--- src/rtl/rcf_pkg.sv ---
package rcf_pkg;

    localparam int NUM_SRC = 8;
    localparam int PON_POS = 1;
    localparam int BOR_POS = 0;
    localparam int EV_W    = $clog2(NUM_SRC + 1);

    // Value = priority index + 1; lower value wins.
    typedef enum logic [EV_W-1:0] {
        EV_NONE      = 4'd0,
        EV_POR       = 4'd1,
        EV_BOR       = 4'd2,
        EV_WDT_RST   = 4'd3,
        EV_WDT_WAKE  = 4'd4,
        EV_PIN_SLEEP = 4'd5,
        EV_PIN_RUN   = 4'd6,
        EV_WDT_CLR   = 4'd7,
        EV_SLEEP     = 4'd8
    } event_e;

    typedef struct packed {
        logic pon;
        logic bor;
        logic tmo;
        logic pdn;
    } flags_t;

    // Supply-dip bit is undefined at power-on; modelled as 0.
    localparam flags_t FLAGS_PWRUP = '{pon: 1'b0, bor: 1'b0, tmo: 1'b1, pdn: 1'b1};

    function automatic logic is_reset(event_e e);
        return (e >= EV_POR) && (e <= EV_PIN_RUN);
    endfunction

endpackage

--- src/rtl/rcf_event_select.sv ---
module rcf_event_select #(
    parameter int N = rcf_pkg::NUM_SRC
) (
    input  logic [N-1:0]    req_i,
    output rcf_pkg::event_e ev_o
);
    import rcf_pkg::*;

    always_comb begin
        ev_o = EV_NONE;
        for (int i = N - 1; i >= 0; i--) begin
            if (req_i[i]) begin
                ev_o = event_e'(EV_W'(i + 1));
            end
        end
    end

endmodule

--- src/rtl/rcf_flag_update.sv ---
module rcf_flag_update (
    input  rcf_pkg::event_e ev_i,
    input  rcf_pkg::flags_t cur_i,
    output rcf_pkg::flags_t nxt_o
);
    import rcf_pkg::*;

    always_comb begin
        nxt_o = cur_i;
        unique case (ev_i)
            EV_POR:       nxt_o = FLAGS_PWRUP;
            EV_BOR: begin
                nxt_o.bor = 1'b0;
                nxt_o.tmo = 1'b1;
                nxt_o.pdn = 1'b1;
            end
            EV_WDT_RST:   nxt_o.tmo = 1'b0;
            EV_WDT_WAKE: begin
                nxt_o.tmo = 1'b0;
                nxt_o.pdn = 1'b0;
            end
            EV_PIN_SLEEP, EV_SLEEP: begin
                nxt_o.tmo = 1'b1;
                nxt_o.pdn = 1'b0;
            end
            EV_WDT_CLR: begin
                nxt_o.tmo = 1'b1;
                nxt_o.pdn = 1'b1;
            end
            default:      nxt_o = cur_i;  // EV_NONE, EV_PIN_RUN
        endcase
    end

endmodule

--- src/rtl/rst_cause_flags.sv ---
module rst_cause_flags #(
    parameter int CTRL_W = 8
) (
    input  logic              clk,
    input  logic              rst_n,
    input  logic              ev_pwr_on,
    input  logic              ev_brownout,
    input  logic              ev_wdt_reset,
    input  logic              ev_wdt_wake,
    input  logic              ev_pin_run,
    input  logic              ev_pin_sleep,
    input  logic              sleep_cmd,
    input  logic              wdt_clear,
    input  logic              sw_wr_en,
    input  logic [1:0]        sw_wr_data,
    output logic [CTRL_W-1:0] ctrl_rd,
    output logic              flag_timeout,
    output logic              flag_pdown
);
    import rcf_pkg::*;

    logic [NUM_SRC-1:0] req;
    event_e             ev_sel;
    flags_t             upd;
    flags_t             flags_d, flags_q;

    // Index 0 is the highest priority.
    assign req = {sleep_cmd, wdt_clear, ev_pin_run, ev_pin_sleep,
                  ev_wdt_wake, ev_wdt_reset, ev_brownout, ev_pwr_on};

    rcf_event_select #(.N(NUM_SRC)) u_sel (
        .req_i (req),
        .ev_o  (ev_sel)
    );

    rcf_flag_update u_upd (
        .ev_i  (ev_sel),
        .cur_i (flags_q),
        .nxt_o (upd)
    );

    always_comb begin
        flags_d = upd;
        if (sw_wr_en && !is_reset(ev_sel)) begin
            flags_d.pon = sw_wr_data[PON_POS];
            flags_d.bor = sw_wr_data[BOR_POS];
        end
    end

    always_ff @(posedge clk or negedge rst_n) begin
        if (!rst_n) begin
            flags_q <= FLAGS_PWRUP;
        end else begin
            flags_q <= flags_d;
        end
    end

    always_comb begin
        ctrl_rd          = '0;
        ctrl_rd[PON_POS] = flags_q.pon;
        ctrl_rd[BOR_POS] = flags_q.bor;
    end

    assign flag_timeout = flags_q.tmo;
    assign flag_pdown   = flags_q.pdn;

endmodule

--- config.mk ---
export PLATFORM = sky130hd
export DESIGN_NAME = rst_cause_flags
export DESIGN_NICKNAME = d
export VERILOG_FILES = /design/src/rtl/rcf_pkg.sv /design/src/rtl/rcf_event_select.sv /design/src/rtl/rcf_flag_update.sv /design/src/rtl/rst_cause_flags.sv
export SDC_FILE = /design/constraint.sdc
export NUM_CORES = 1
export LEC_CHECK = 0
export ABC_AREA = 1
export BUFFER_PORTS_ARGS = -buffer_cell sky130_fd_sc_hd__clkbuf_2
export CORE_AREA = 10 10 47 49
export CTS_CLUSTER_DIAMETER = 30
export CTS_CLUSTER_SIZE = 30
export DETAILED_ROUTE_END_ITERATION = 16
export DIE_AREA = 0 0 57 59
export PLACE_DENSITY = 0.59
export SYNTH_ARGS = -nofsm -noshare
export SYNTH_HDL_FRONTEND = slang
export SYNTH_SLANG_ARGS = --single-unit
--- constraint.sdc ---
create_clock -name clk -period 0.9 [get_ports clk]
set_input_delay 0 -clock clk [delete_from_list [all_inputs] [get_ports clk]]
set_output_delay 0 -clock clk [all_outputs]
set_load 0.05 [all_outputs]
Yosys cells after proc, flatten, opt, wreduce, memory -nomap -nowiden. Cells that the tools add are included.

Bits in writable memories: 0. Output and inout port bits: 10. Input port bits: 13. Bits in latches: 0. Logic and storage cells: 38. Register bits after elaboration: 4. ROM bits: 0. Memories: 0.

Add/subtract/negate cells: 0. Muxes and demuxes: 13. Divide/modulo/power cells: 0. Magnitude comparators: 2. Bitwise gates (word level): 0. Reduce and logical (&&, ||, !) cells: 12. Shifts and indexed selects: 0. Multiply operators: 0. Eq/ne operators: 7.

Operators with widths (number): two-way mux 4 bit (8); == test 4 x 3 -> 1 bit (second input constant) (3); == test 4 x 2 -> 1 bit (second input constant) (2); nonzero test 2 bit (4); OR reduction 3 bit (2); OR reduction 5 bit (1); == test 4 x 1 -> 1 bit (second input constant) (1); == test 4 bit (second input constant) (1); greater-or-equal comparator 4 x 1 -> 1 bit (second input constant) (1); less-or-equal comparator 4 x 3 -> 1 bit (second input constant) (1); one-hot mux 1 bit (2 select lines) (2); OR reduction 2 bit (2); logical AND 1 bit (2); two-way mux 1 bit (2); two-way mux 2 bit (1); zero test 1 bit (1).

Depth between registers and ports, before layout.
Depth in word-level cells: 13. Depth in mapped cells: 11. Gate-level depth less buffers: 11.

By module. From an unflattened synthesis, not the netlist that was laid out.

Cell total of the unflattened synthesis: 72. Area, all modules: 415.4 um2.

Modules (own cells, without submodules): rst_cause_flags (times used 1, sequential area each 102.6 um2, cells an instance 24, area each 212.7 um2); rcf_flag_update (times used 1, sequential area each 0.0 um2, cells an instance 29, area each 122.6 um2); rcf_event_select (times used 1, sequential area each 0.0 um2, cells an instance 19, area each 80.1 um2).

Least setup slack after synthesis. OpenSTA, ideal clock, no wires.

Path kind: reg2reg. Start: reg ctrl_rd[0] (netlist name). End: reg flags_q (netlist bit ctrl_rd[0]). Arrival: 0.907 ns. Stages on the path, launching flop included: 4. Data required time: 0.835 ns. Period minus slack after synthesis: 0.972 ns. Path slack: -0.072 ns. Library setup time: 0.065 ns. Buffers on the path: 0. Path through: dfrtp_1 -> a21boi_1 -> nand2_1 -> nand2_1.

RTL lines: end signal, assigned (line rst_cause_flags.sv:54) `flags_q <= flags_d;`; end, declared (line rst_cause_flags.sv:25) `flags_t flags_d, flags_q;`.

Worst setup path after layout.
Start: reg flags_q (netlist bit flag_timeout). End: out flag_timeout.

RTL lines: end, declared (line rst_cause_flags.sv:17) `output logic flag_timeout,`.

No word-level cell between the ends.

==> run_results.csv <==
group,metric,value,unit
status,status,"finished, violations left",
status,violations,"negative setup slack",
die,start_util,0.307,
timing,fin_ws,-0.0420,ns
logic_synthesis,yosys-mux-area-fraction,0,
min_path,hold_class,"input pin to flip-flop",
route,wl_per_cell,9.71,um
min_path,hold_depth,3,
die,rows,14,
layout,fin_area,618,um^2
worst_setup_path,crit_type,"flip-flop to output pin",
logic_synthesis,synth_compound_area_frac,0.105,
cts,cts-htree-levels,1,
worst_setup_path,r2r-start,"flag_timeout",
worst_setup_path,slowest_stage,"dfstp_2",
worst_setup_path,r2r_cells,3,
global_routing,grt_use_met1,0.0477,
route,viasPerCell,4.28,
power,peakVddDrop,0.00125,V
layout,final_cells,104,
worst_setup_path,crit_buf_inv,1,
job,cap_violations,0,
timing,rsz0062_at_grt,"yes",
route,drtAntennaViolNets,0,
power,power.share.clock,0.359,
power,switching_power,0.000256,W
route,drc,0,
die,die_h,59,um
timing,fmax,1060,MHz
worst_setup_path,worst_ep_arrival_time,0.94,ns
worst_setup_path,r2r_slack,0.06,ns
place,numPortBuffers,16,
power,p_sw_frac,0.368,
worst_setup_path,worstPathMaxFanout,2,
cts,cts_tree,"done",
logic_synthesis,yosys.area_share.xor_xnor,0,
global_routing,met2_usage,0.109,
die,die_area,3360,um^2
place,dp_hpwl,885,um
cts,clock_latency,0.24,ns
logic_synthesis,synth-seq-area-share,0.238,
place,dp.cells,96,
die,die_w,57,um
route,wirelength,1.01,mm
worst_setup_path,cp-end-kind,"output pin",
worst_setup_path,setup.worst_path.start_class,"flip-flop",
route,drtIter0Drc,6,
logic_synthesis,avgSynthCellArea,6.73,um^2
timing,period_needed,0.942,ns
logic_synthesis,synth_area,430,um^2
worst_setup_path,crit_family,"flip-flops",
power,seqPwrFrac,0.281,
worst_setup_path,worstPathCellList,"clkbuf_16",
route,num_vias,445,
logic_synthesis,synth.top_cells.by_area,"nand2_2 15%, dfstp_2 12%, dfrtp_1 12%",
layout,final_util,0.441,
logic_synthesis,ys_types,21,
global_routing,grt_pass1_vias,421,
place,finalWeightedCongestion,0.766,
die,coreArea,1400,um^2
timing,setup_tns,-0.0797,ns
global_routing,grt_max_degree,5,
cts,cts_buffers,3,
power,combPwrFrac,0.360,
worst_setup_path,r2r_end,"flag_timeout",
power,power_density,1130,nW/um^2
global_routing,grt_overflow,0,
cts,clock_sinks,4,
logic_synthesis,synth_top_area_frac,0.145,
logic_synthesis,syn_inst,64,
timing,fin_crit_sh,1.05,
power,p_leak,0.354,nW
route,dr.pass1.iters,4,
timing,hold_viol,0,
layout,drive_gt1_frac,0.511,
global_routing,busiest_layer,"met2",
layout,antenna_cells,0,
logic_synthesis,synth_top_cell_by_area,"nand2_2",
logic_synthesis,ys_ff_latch,4,
worst_setup_path,critPathMaxStageDelay,0.54,ns
logic_synthesis,synth-adder-area-share,0,
cts,clk_path_buf_depth,2,
logic_synthesis,synth_top_family_by_area,"simple AND/OR/NAND/NOR gates",
min_path,min_to,"ctrl_rd[0]",
global_routing,antenna_found_initial,0,
global_routing,gr-usage-all-layers,0.0584,
cts,cts_root_buf,"clkbuf_4",
global_routing,grt_first_pass_wirelength,1.59,mm
global_routing,met3_usage,0.0408,
worst_setup_path,cp.required,0.90,ns
place,post_dp_cell_area,514,um^2
timing,slew_viol_final,0,
logic_synthesis,synth_simple_gate_area_frac,0.419,
power,intPower,0.000440,W
die,io_pins,23,
layout,nNetsFinal,102,
cts,clk_pin_slew_worst_paths,0.04,ns
layout,area_growth,43.6,%
logic_synthesis,yosysWarnings,0,
min_path,min-delay-start,"sw_wr_en",
timing,fin_worst_skew,0,ns
timing,finalSetupViolations,2,
-- worst max-delay path by stage --
stage / end / slack [ns] / startpoint / cells after the start
3_3_place_gp: ctrl_rd[0] / -0.07 / ev_pin_run / 11
3_5_place_dp: ctrl_rd[0] / -0.08 / ev_pin_run / 11
2_1_floorplan: flag_pdown / -0.03 / flag_pdown / 2
4_1_cts: flag_pdown / -0.05 / flag_pdown / 1
5_1_grt: flag_timeout / -0.07 / flag_timeout / 1
6_report: flag_timeout / -0.04 / flag_timeout / 1
-- repair_timing --
item                                    in CTS  in global routing
endpoints found under the setup margin       2                  3
setup buffers                                1                  0
pin swaps                                    0                  0
hold buffers                                 3                  0
hold endpoints to repair                     6                  0
gates resized for setup                      6                  1
-- power by group through the flow --
stage	Clock (W)	Sequential (W)	Combinational (W)
final	0.000250	0.000196	0.000251
after global routing	0.000279	0.000196	0.000272
after CTS	0.000260	0.000196	0.000251
after detailed placement	0	0.000197	0.000228
after global placement	0	0.000196	0.000226
after floorplan	0	0.000222	0.000165
-- cell type report --
class / instances / area (um^2)
clock buffer: 4 / 26.3
fill: 161 / 783
timing repair buffer: 21 / 165
multi-input combinational: 46 / 248
sequential: 4 / 105
inverter: 13 / 53.8
tap: 16 / 20.0
-- layer usage --
metal / share of wire / routed length [um]
met5: 0 / 0
met1: 0.35 / 351
met2: 0.59 / 595
met4: 0 / 0
met3: 0.062 / 63
-- cell usage after synthesis --
cell type,instances
a21oi_2,1
nand2_2,10
o211ai_1,1
clkinv_4,1
o21ai_0,1
o21bai_1,1
inv_2,4
dfstp_2,2
dfrtp_1,2
nand3_1,3
o21ai_2,1
nor2_2,1
conb_1,1
a21boi_1,1
buf_4,6
nand4_1,3
nand2_4,1
nand2_1,11
nor2_1,4
nand3_2,1
inv_1,8
-- layout by cell type (no fill, tap or decap), drive strengths merged --
cell,instances
dfrtp,2
buf,3
clkbuf,19
nand3,4
o21ai,2
a21boi,1
a21oi,1
inv,12
dlygate4sd3,3
nand4,3
dfstp,2
o211ai,1
clkinv,1
nand2,22
conb,6
o21bai,1
nor2,5
-- flip-flops by register name (all words and copies together) (netlist names) --
name / count
ctrl_rd: 2
flag_pdown: 1
flag_timeout: 1
-- through the flow --
stage / hold slack, ns / setup slack [ns] / total power (W)
2_1_floorplan: -0.296 / -0.0299 / 0.000388
4_1_cts: 0.0243 / -0.0510 / 0.000707
5_1_grt: 0.0380 / -0.0728 / 0.000747
3_3_place_gp: -0.192 / -0.0667 / 0.000422
6_report: 0.0254 / -0.0420 / 0.000696
3_5_place_dp: -0.192 / -0.0845 / 0.000425
-- logic make-up (layout without fill, tap and decap cells) --
kind of cell	count (synthesis)	after routing
buf+inv	19	38
compound gates	6	6
flops	4	4
other cells	1	6
simple gates	34	34
Note: power is estimated with default switching activity, not from simulation.
